$ cat src/rtl/boost_seq_pkg.sv
// Package: shared state codes and precharge level codes for the sequencer.
// Assumes: 3-bit state code, whose values are visible at the top-level port.
package boost_seq_pkg;

    typedef enum logic [2:0] {
        ST_OFF  = 3'd0,
        ST_PRE1 = 3'd1,
        ST_PRE2 = 3'd2,
        ST_SOFT = 3'd3,
        ST_RUN  = 3'd4,
        ST_PASS = 3'd5,
        ST_FLT  = 3'd6
    } seq_state_e;

    typedef enum logic [1:0] {
        PRE_NONE = 2'd0,
        PRE_LOW  = 2'd1,
        PRE_HIGH = 2'd2
    } pre_lvl_e;

endpackage

$ cat src/rtl/seq_timer.sv
// Module: single shared tick counter for all sequencer timeouts.
// Assumes: the caller raises clr on every state change; the counter saturates.
module seq_timer #(
    parameter int CNT_W = 11
) (
    input  logic             clk,
    input  logic             rst_n,
    input  logic             clr,
    input  logic             inc,
    output logic [CNT_W-1:0] cnt
);
    localparam logic [CNT_W-1:0] CNT_MAX = '1;

    // Count ticks, restarting on clear and holding at the top value.
    always_ff @(posedge clk) begin
        if (!rst_n)
            cnt <= '0;
        else if (clr)
            cnt <= '0;
        else if (inc && cnt != CNT_MAX)
            cnt <= cnt + 1'b1;
    end

endmodule

$ cat src/rtl/seq_fsm.sv
// Module: next-state logic and state register of the startup and fault sequencer.
// Assumes: all flags are synchronous to clk; the limits are counted in ticks from state entry.
module seq_fsm
    import boost_seq_pkg::*;
#(
    parameter int CNT_W       = 11,
    parameter int PRE1_TICKS  = 512,
    parameter int PRE2_TICKS  = 1024,
    parameter int SOFT_TICKS  = 64,
    parameter int VLIM_TICKS  = 2,
    parameter int RETRY_TICKS = 20
) (
    input  logic             clk,
    input  logic             rst_n,
    input  logic             en_i,
    input  logic             uvlo_ok_i,
    input  logic             near_vin_i,
    input  logic             at_target_i,
    input  logic             vin_above_i,
    input  logic             vlim_i,
    input  logic             therm_i,
    input  logic             byp_flt_i,
    input  logic             tick_i,
    input  logic [CNT_W-1:0] cnt_i,
    output seq_state_e       state_o,
    output logic             tmr_clr_o,
    output logic             tmr_inc_o
);
    localparam logic [CNT_W-1:0] PRE1_LAST  = CNT_W'(PRE1_TICKS - 1);
    localparam logic [CNT_W-1:0] PRE2_LAST  = CNT_W'(PRE2_TICKS - 1);
    localparam logic [CNT_W-1:0] SOFT_LAST  = CNT_W'(SOFT_TICKS - 1);
    localparam logic [CNT_W-1:0] VLIM_LAST  = CNT_W'(VLIM_TICKS - 1);
    localparam logic [CNT_W-1:0] RETRY_LAST = CNT_W'(RETRY_TICKS - 1);

    seq_state_e st_q, st_d;
    logic       active;
    logic       hard_flt;

    // Classify the present state and the faults common to all active states.
    always_comb begin
        active   = (st_q == ST_PRE1) || (st_q == ST_PRE2) || (st_q == ST_SOFT) ||
                   (st_q == ST_RUN)  || (st_q == ST_PASS);
        hard_flt = !uvlo_ok_i || therm_i;
    end

    // Choose the next state: enable first, then common faults, then per-state moves.
    always_comb begin
        st_d = st_q;
        if (!en_i) begin
            st_d = ST_OFF;
        end else if (active && hard_flt) begin
            st_d = ST_FLT;
        end else begin
            unique case (st_q)
                ST_OFF: begin
                    if (uvlo_ok_i && !therm_i)
                        st_d = ST_PRE1;
                end
                ST_PRE1: begin
                    if (near_vin_i)
                        st_d = ST_SOFT;
                    else if (tick_i && cnt_i == PRE1_LAST)
                        st_d = ST_PRE2;
                end
                ST_PRE2: begin
                    if (near_vin_i)
                        st_d = ST_SOFT;
                    else if (tick_i && cnt_i == PRE2_LAST)
                        st_d = ST_FLT;
                end
                ST_SOFT: begin
                    if (at_target_i)
                        st_d = vin_above_i ? ST_PASS : ST_RUN;
                    else if (tick_i && cnt_i == SOFT_LAST)
                        st_d = ST_FLT;
                end
                ST_RUN: begin
                    if (vlim_i && tick_i && cnt_i == VLIM_LAST)
                        st_d = ST_FLT;
                    else if (vin_above_i)
                        st_d = ST_PASS;
                end
                ST_PASS: begin
                    if (byp_flt_i)
                        st_d = ST_FLT;
                    else if (!vin_above_i)
                        st_d = ST_RUN;
                end
                ST_FLT: begin
                    if (tick_i && cnt_i == RETRY_LAST)
                        st_d = ST_OFF;
                end
                default: st_d = ST_OFF;
            endcase
        end
    end

    // Timer control: restart on a state change, and in boost whenever the limit flag drops.
    always_comb begin
        tmr_clr_o = (st_d != st_q) || (st_q == ST_RUN && !vlim_i);
        tmr_inc_o = tick_i;
    end

    // State register.
    always_ff @(posedge clk) begin
        if (!rst_n)
            st_q <= ST_OFF;
        else
            st_q <= st_d;
    end

    assign state_o = st_q;

    assert_state_legal_R1: assert property (@(posedge clk) disable iff (!rst_n)
        st_q != 3'd7);

    assert_en_low_off_R11: assert property (@(posedge clk) disable iff (!rst_n)
        !en_i |=> st_q == ST_OFF);

    assert_supply_fault_R9: assert property (@(posedge clk) disable iff (!rst_n)
        (en_i && active && (!uvlo_ok_i || therm_i)) |=> st_q == ST_FLT);

    assert_soft_timeout_R5: assert property (@(posedge clk) disable iff (!rst_n)
        (en_i && !hard_flt && st_q == ST_SOFT && !at_target_i && tick_i && cnt_i == SOFT_LAST)
        |=> st_q == ST_FLT);

endmodule

$ cat src/rtl/seq_outdrv.sv
// Module: decodes the sequencer state into the actuator controls.
// Assumes: purely combinational; the reference step is qualified by the tick.
module seq_outdrv
    import boost_seq_pkg::*;
(
    input  seq_state_e state_i,
    input  logic       step_ok_i,
    input  logic       tick_i,
    output logic [1:0] pre_lvl_o,
    output logic       ilim_half_o,
    output logic       ref_step_o,
    output logic       sw_en_o,
    output logic       path_block_o
);
    // Map each state to its precharge level, switching and path controls.
    always_comb begin
        pre_lvl_o    = PRE_NONE;
        ilim_half_o  = 1'b0;
        ref_step_o   = 1'b0;
        sw_en_o      = 1'b0;
        path_block_o = 1'b0;
        unique case (state_i)
            ST_OFF:  path_block_o = 1'b1;
            ST_PRE1: pre_lvl_o = PRE_LOW;
            ST_PRE2: pre_lvl_o = PRE_HIGH;
            ST_SOFT: begin
                ilim_half_o = 1'b1;
                sw_en_o     = 1'b1;
                ref_step_o  = step_ok_i && tick_i;
            end
            ST_RUN:  sw_en_o = 1'b1;
            ST_PASS: sw_en_o = 1'b0;
            ST_FLT:  path_block_o = 1'b1;
            default: path_block_o = 1'b1;
        endcase
    end

endmodule

$ cat src/rtl/boost_seq_top.sv
// Module: startup and fault sequencer of a boost regulator (top level).
// Assumes: flags are already synchronised; tick_i is a one-cycle pulse per microsecond.
module boost_seq_top
    import boost_seq_pkg::*;
#(
    parameter int PRE1_TICKS  = 512,
    parameter int PRE2_TICKS  = 1024,
    parameter int SOFT_TICKS  = 64,
    parameter int VLIM_TICKS  = 2,
    parameter int RETRY_TICKS = 20
) (
    input  logic       clk,
    input  logic       rst_n,
    input  logic       en_i,
    input  logic       uvlo_ok_i,
    input  logic       near_vin_i,
    input  logic       step_ok_i,
    input  logic       at_target_i,
    input  logic       vin_above_i,
    input  logic       vlim_i,
    input  logic       therm_i,
    input  logic       byp_flt_i,
    input  logic       tick_i,
    output logic [2:0] state_o,
    output logic [1:0] pre_lvl_o,
    output logic       ilim_half_o,
    output logic       ref_step_o,
    output logic       sw_en_o,
    output logic       path_block_o
);
    localparam int MAX_A = (PRE1_TICKS > PRE2_TICKS) ? PRE1_TICKS : PRE2_TICKS;
    localparam int MAX_B = (SOFT_TICKS > RETRY_TICKS) ? SOFT_TICKS : RETRY_TICKS;
    localparam int MAX_C = (MAX_A > MAX_B) ? MAX_A : MAX_B;
    localparam int MAX_T = (MAX_C > VLIM_TICKS) ? MAX_C : VLIM_TICKS;
    localparam int CNT_W = $clog2(MAX_T + 1);

    seq_state_e       st;
    logic [CNT_W-1:0] cnt;
    logic             tmr_clr;
    logic             tmr_inc;

    seq_fsm #(
        .CNT_W      (CNT_W),
        .PRE1_TICKS (PRE1_TICKS),
        .PRE2_TICKS (PRE2_TICKS),
        .SOFT_TICKS (SOFT_TICKS),
        .VLIM_TICKS (VLIM_TICKS),
        .RETRY_TICKS(RETRY_TICKS)
    ) u_fsm (
        .clk        (clk),
        .rst_n      (rst_n),
        .en_i       (en_i),
        .uvlo_ok_i  (uvlo_ok_i),
        .near_vin_i (near_vin_i),
        .at_target_i(at_target_i),
        .vin_above_i(vin_above_i),
        .vlim_i     (vlim_i),
        .therm_i    (therm_i),
        .byp_flt_i  (byp_flt_i),
        .tick_i     (tick_i),
        .cnt_i      (cnt),
        .state_o    (st),
        .tmr_clr_o  (tmr_clr),
        .tmr_inc_o  (tmr_inc)
    );

    seq_timer #(
        .CNT_W(CNT_W)
    ) u_tmr (
        .clk  (clk),
        .rst_n(rst_n),
        .clr  (tmr_clr),
        .inc  (tmr_inc),
        .cnt  (cnt)
    );

    seq_outdrv u_drv (
        .state_i     (st),
        .step_ok_i   (step_ok_i),
        .tick_i      (tick_i),
        .pre_lvl_o   (pre_lvl_o),
        .ilim_half_o (ilim_half_o),
        .ref_step_o  (ref_step_o),
        .sw_en_o     (sw_en_o),
        .path_block_o(path_block_o)
    );

    assign state_o = st;

    assert_timer_restart_R12: assert property (@(posedge clk) disable iff (!rst_n)
        (st != $past(st)) |-> cnt == '0);

    assert_fault_quiet_R10: assert property (@(posedge clk) disable iff (!rst_n)
        (st == ST_FLT) |-> (!sw_en_o && path_block_o));

    assert_half_only_soft_R5: assert property (@(posedge clk) disable iff (!rst_n)
        ilim_half_o |-> st == ST_SOFT);

    assert_off_blocked_R11: assert property (@(posedge clk) disable iff (!rst_n)
        (st == ST_OFF) |-> (path_block_o && !sw_en_o && pre_lvl_o == 2'd0));

endmodule

$ cat config.mk
export PLATFORM = sky130hd
export DESIGN_NAME = boost_seq_top
export DESIGN_NICKNAME = d
export VERILOG_FILES = /design/src/rtl/boost_seq_pkg.sv /design/src/rtl/seq_timer.sv /design/src/rtl/seq_fsm.sv /design/src/rtl/seq_outdrv.sv /design/src/rtl/boost_seq_top.sv
export SDC_FILE = /design/constraint.sdc
export NUM_CORES = 1
export LEC_CHECK = 0
export BUFFER_PORTS_ARGS = -buffer_cell sky130_fd_sc_hd__buf_2
export CORE_MARGIN = 5
export CORE_UTILIZATION = 60
export DETAILED_ROUTE_END_ITERATION = 12
export PLACE_DENSITY_LB_ADDON = 0.05
export SYNTH_ARGS = -nofsm -noshare
export SYNTH_HDL_FRONTEND = slang
export SYNTH_SLANG_ARGS = --single-unit
$ cat constraint.sdc
create_clock -name clk -period 4.9 [get_ports clk]
set_clock_uncertainty 0.2 [all_clocks]
set_input_delay 0.735 -clock clk [delete_from_list [all_inputs] [get_ports clk]]
set_output_delay 0.735 -clock clk [all_outputs]
set_load 0.01 [all_outputs]
==> summary.md, run 1 <==
| Metric | Value |
|---|---|
| DPL Wire Length | 2200 um |
| Area delta synth->final | 9.20% |
| Final min period | 2.95 ns |
| Compound-cell area share of the yosys netlist | 0.214 |
| Drt first pass iters | 4 |
| Tightest Pin Transition | 1.05 ns |
| Asr flop ratio synth | 0 |
| TritonCTS clock tree | yes |
| H-tree depth | 1 |
| Yosys cell types | 53 |
| Final max-slew violation count | 0 |
| Hold Vio Cnt, Final | 0 |
| Yosys warnings | 0 |
| # hold bufs at CTS | 0 |
| Sequential-to-total area share from yosys stat | 0.229 |
| Unrepaired setup endpoints after global routing | false |
| Worst-Skew Late Latency | 0.28 ns |
| Via count | 1249 |
| Initial antenna violation count | 0 |
| Post-route cell area | 0.00134 mm2 |
| Row count | 16 |
| CP arrival | 2.85 ns |
| Dpl cells | 195 |
| Setup_tns | 0 ns |
| Static Leak | 0.000504 uW |
| Most common cell after layout, fill and taps aside | buf_2 |
| Global-route wire length before repair | 4860 um |
| Mux share of post-synthesis cell area | 0 |
| Clk root buf | clkbuf_4 |
| # IOs | 21 |
| Fin cells | 199 |
| Fraction of layout cells with a size suffix above 1 | 0.186 |
| PortBufs | 20 |
| Netlist Area Pre-Place | 0.00122 mm2 |
| Starting density of the core | 0.624 |
| Routed len/inst | 14.4 um |
| Clk pin slew, worst setup/hold paths | 0.07 ns |
| Post-Synth Simple-Gate Area | 0.417 |
| Placer congestion estimate | 0.894 |
| Worst Path Class, Setup | flop to flop |
| Initial DRC Count | 46 |
| Fin crit share | 0.601 |
| Diode count | 0 |
| Placed cell area | 0.00130 mm2 |
| Die Wd | 55.2 um |
| Clock Sinks | 14 |
| Post-Synth Adder-Cell Area | 0.0204 |
| Largest family of logic cells by synthesized area | simple AND/OR/NAND/NOR gates |
| Kind of end point of the critical path | flop |
| Worst EP required | 4.80 ns |
| # setup viols final | 0 |
| Total track usage | 0.217 |
| Mapped Avg Cell Area | 7.79 um2 |
| Cells after synthesis | 157 |
| Total global routing overflow | 0 |
| Achievable Freq | 0.339 GHz |
| Most frequent cells in the layout | buf_2, nand2_1, nor2_1 |
| TritonCTS Buffers | 3 |
| Core Region | 0.00196 mm2 |
| Hold_ws | 0.358 ns |
| Clk buf depth | 2 |
| Crit-path max FO | 24 |
| DIE AREA | 0.00304 mm2 |
| Setup bufs post-CTS | 0 |
| Status | completed |
| Vias per cell | 6.28 |
| Pwr Density | 216 mW/mm2 |
| Post-CTS Resized | 0 |
| Nets | 187 |
| Peak VDD IR | 0.200 mV |
| # DRC | 0 |
| Commonest register cell after synthesis | dfxtp_1 |
| Synth Area in XOR/XNOR | 0.0573 |
| Largest net degree at the start of global routing | 25 |
| Vias in the first global route | 1103 |
| Die Y | 55.2 um |
| Post-route ant nets | 0 |
| Post-Syn Nets | 171 |
| HP Class | flop to flop |
| Flops & latches, synth | 14 |
| Slew headroom | 0.301 |
| Routed Wire Length | 2860 um |
| EDFF count, synth | 0 |
| CP Launch Type | flop |
| Maxcap violations | 0 |
==> critical path, cell delays in order (launching register included) <==
cell and delay (ns):
dfxtp_1 0.73, or3b_1 0.46, nor4_2 0.32, a211oi_2 0.08
o2111ai_1 0.87, a211oi_1 0.12
==> cells by family (layout without fill, tap and decap cells) <==
| family | count (synthesis) | after routing |
|---|---|---|
| AND/OR/NAND/NOR | 84 | 84 |
| AO/OA/AOI/OAI | 35 | 35 |
| flip-flops | 14 | 14 |
| buffers and inverters | 14 | 29 |
| XOR/XNOR | 8 | 8 |
| adder cells (fa/ha/maj) | 2 | 2 |
==> report_power, final <==
| part | internal, uW | switching, uW | total (uW) |
|---|---|---|---|
| sequential | 120 | 14.2 | 134 |
| combinational | 31.8 | 43.2 | 75.0 |
| clock | 45.2 | 34.9 | 80.1 |
| total | 197 | 92.3 | 289 |
==> layout make-up <==
| cell class | count | area, um2 |
|---|---|---|
| Clock buffer | 4 | 36.3 |
| Timing Repair Buffer | 20 | 100 |
| Inverter | 5 | 18.8 |
| Sequential cell | 14 | 280 |
| Fill cell | 181 | 626 |
| Tap cell | 27 | 33.8 |
| Multi-Input combinational cell | 129 | 867 |
==> worst paths after layout <==
path	start	endpoint	slack, ns	cells after the start
max	u_fsm.state_o[0]	u_tmr.cnt[1]	1.95	5
min	u_tmr.cnt[1]	u_tmr.cnt[1]	0.36	2
max reg2reg	u_fsm.state_o[0]	u_tmr.cnt[1]	1.95	5
min reg2reg	u_tmr.cnt[1]	u_tmr.cnt[1]	0.36	2
==> cells in the mapped netlist, drive strengths merged, types with 4 or more instances <==
library cell	instances	area (um2)
nand3	6	30.0
nand2	15	56.3
o21ai	5	25.0
nor2	15	56.3
nor3	8	67.6
dfxtp	14	280
inv	5	18.8
buf	7	48.8
nand4	9	56.3
xor2	7	61.3
nand2b	5	31.3
a21oi	4	20.0
a211oi	4	40.0
==> sequential cells by signal, indices dropped and copies added, names as in the netlist <==
name and cells:
u_tmr.cnt 11, u_fsm.state_o 3
==> routing by layer <==
layer | global-route usage | up-vias | part of all wire
li1 | - | 622 | -
met1 | 0.324 | 563 | 0.46
met2 | 0.313 | 62 | 0.43
met3 | 0.0643 | 2 | 0.11
met4 | 0.0243 | 0 | 0.0028
met5 | 0 | - | 0
==> per-stage QoR <==
stage                     total power (uW)   util  setup slack (ns)
final                                  289  0.681              1.95
after CTS                              292  0.681              1.99
after global routing                   310  0.681              1.70
after floorplan                        193      -              2.55
after detailed placement               211  0.663              1.92
after global placement                 209  0.663              1.96
(Power assumes the default switching activity.)
==> run 2: changes to the inputs <==
--- a/config.mk
+++ b/config.mk
@@ -7,7 +7,7 @@
 export LEC_CHECK = 0
 export BUFFER_PORTS_ARGS = -buffer_cell sky130_fd_sc_hd__buf_2
 export CORE_MARGIN = 5
-export CORE_UTILIZATION = 60
+export CORE_UTILIZATION = 50
 export DETAILED_ROUTE_END_ITERATION = 12
 export PLACE_DENSITY_LB_ADDON = 0.05
 export SYNTH_ARGS = -nofsm -noshare
==> constraint.sdc (replaced) <==
create_clock -name clk -period 2.6 [get_ports clk]
set_clock_uncertainty 0.2 [all_clocks]
set_input_delay 0.39 -clock clk [delete_from_list [all_inputs] [get_ports clk]]
set_output_delay 0.39 -clock clk [all_outputs]
set_load 0.01 [all_outputs]
==> summary.md, run 2 (synthesis results as in run 1) <==
| Metric | Value |
|---|---|
| Status | completed |
| Reg2Reg Depth | 7 |
| Peak VDD IR | 0.297 mV |
| Clock Sinks | 14 |
| Final WS setup | 0.172 ns |
| Via count | 1249 |
| Post-route ant nets | 0 |
| Core Region | 0.00241 mm2 |
| Row count | 18 |
| # setup viols final | 0 |
| Most frequent cells in the layout | buf_2, nand2_1, nor2_1 |
| Routed Wire Length | 2970 um |
| Setup_tns | 0 ns |
| Most flops, register | u_tmr.cnt |
| DIE AREA | 0.00354 mm2 |
| H-tree depth | 1 |
| Hold Path Stages | 2 |
| Setup bufs post-CTS | 0 |
| Area delta synth->final | 10.7% |
| Clk pin slew, worst setup/hold paths | 0.08 ns |
| Vias per cell | 6.12 |
| Post-CTS Resized | 0 |
| Fin cells | 204 |
| Final max-slew violation count | 0 |
| Fraction of layout cells with a size suffix above 1 | 0.195 |
| Fin crit share | 0.934 |
| DPL Wire Length | 2330 um |
| Clk buf depth | 2 |
| Crit-path max FO | 11 |
| Max FFs per register | 11 |
| Pwr Density | 412 mW/mm2 |
| CP max-delay cell | dfxtp_1 |
| # IOs | 21 |
| Diode count | 0 |
| Total global routing overflow | 0 |
| Clk root buf | clkbuf_4 |
| Tot Pwr | 558 uW |
| CP Cell Sequence | ha_1 > and4bb_2 > nand4_1 > a211oi_2 > o2111ai_1 > buf_4 > a211oi_1 |
| Die Wd | 59.5 um |
| Worst Path Class, Setup | flop to flop |
| CP Launch Type | flop |
| Slowest Stage Delay on Critical Path | 0.42 ns |
| Die Y | 59.5 um |
| PortBufs | 20 |
| Slew headroom | 0.603 |
| Hold Vio Cnt, Final | 0 |
| Combined area of the multi-input logic cells | 867 um2 |
| Global-route wire length before repair | 4730 um |
| Final min period | 2.43 ns |
| Achievable Freq | 0.412 GHz |
| Fillcell total | 253 |
| Dpl ws | 0.224 ns |
| Initial antenna violation count | 0 |
| # DRC | 0 |
| Maxcap violations | 0 |
| HP Class | input port to flop |
| Static Leak | 0.000514 uW |
| Initial DRC Count | 62 |
| Vias in the first global route | 1037 |
| Hold_ws | 0.153 ns |
| Placer congestion estimate | 0.844 |
| Worst EP required | 2.60 ns |
| Unrepaired setup endpoints after global routing | false |
| TritonCTS clock tree | yes |
| Most common cell after layout, fill and taps aside | buf_2 |
| Routed len/inst | 14.5 um |
| Storage element area | 280 um2 |
| Worst-Skew Late Latency | 0.28 ns |
| Dpl cells | 200 |
| CP arrival | 2.43 ns |
| Tightest Pin Transition | 0.587 ns |
| Drt first pass iters | 4 |
| Nets | 189 |
| Starting density of the core | 0.508 |
| TritonCTS Buffers | 3 |
| Kind of end point of the critical path | flop |
| Largest net degree at the start of global routing | 19 |
| # hold bufs at CTS | 0 |
| Total track usage | 0.171 |
-- run 2: layer usage --
metal  routed length [um]  part of all wire  GRT usage
met3                  191             0.064     0.0283
met5                    0                 0          0
met1                 1220              0.41      0.208
met2                 1510              0.51      0.301
met4                   42             0.014     0.0583
-- run 2: final timing paths --
| check | slack [ns] | startpoint | endpoint |
|---|---|---|---|
| max | 0.17 | u_tmr.cnt[0] | u_tmr.cnt[1] |
| min | 0.15 | rst_n | u_fsm.state_o[2] |
| max reg2reg | 0.17 | u_tmr.cnt[0] | u_tmr.cnt[1] |
| min reg2reg | 0.38 | u_tmr.cnt[1] | u_tmr.cnt[1] |
-- run 2: through the flow --
stage / util / cell area, um2
4_1_cts: 0.562 / 1360
6_report: 0.562 / 1360
3_5_place_dp: 0.547 / 1320
3_3_place_gp: 0.547 / 1320
2_1_floorplan: - / 1220
5_1_grt: 0.562 / 1360
-- run 2: worst max-delay path, delay by kind of cell (launching register included) --
family / cells / cell delay [ns]
DFF: 1 / 0.42
adders and majority gates: 1 / 0.32
and+or+nand+nor: 2 / 0.47
AOI/OAI and AO/OA: 3 / 0.73
buffers and inverters: 1 / 0.20
-- run 2: report_power, final --
| group | internal, uW | switching [uW] |
|---|---|---|
| clock | 85.2 | 70.4 |
| sequential | 226 | 23.8 |
| combinational | 66.7 | 85.8 |
-- run 2: final cells by class --
cell class | instances | share of cell area
Multi-Input combinational cell | 129 | 0.640
Sequential cell | 14 | 0.207
Timing Repair Buffer | 22 | 0.0849
Tap cell | 30 | 0.0277
Clock buffer | 4 | 0.0268
Inverter | 5 | 0.0139
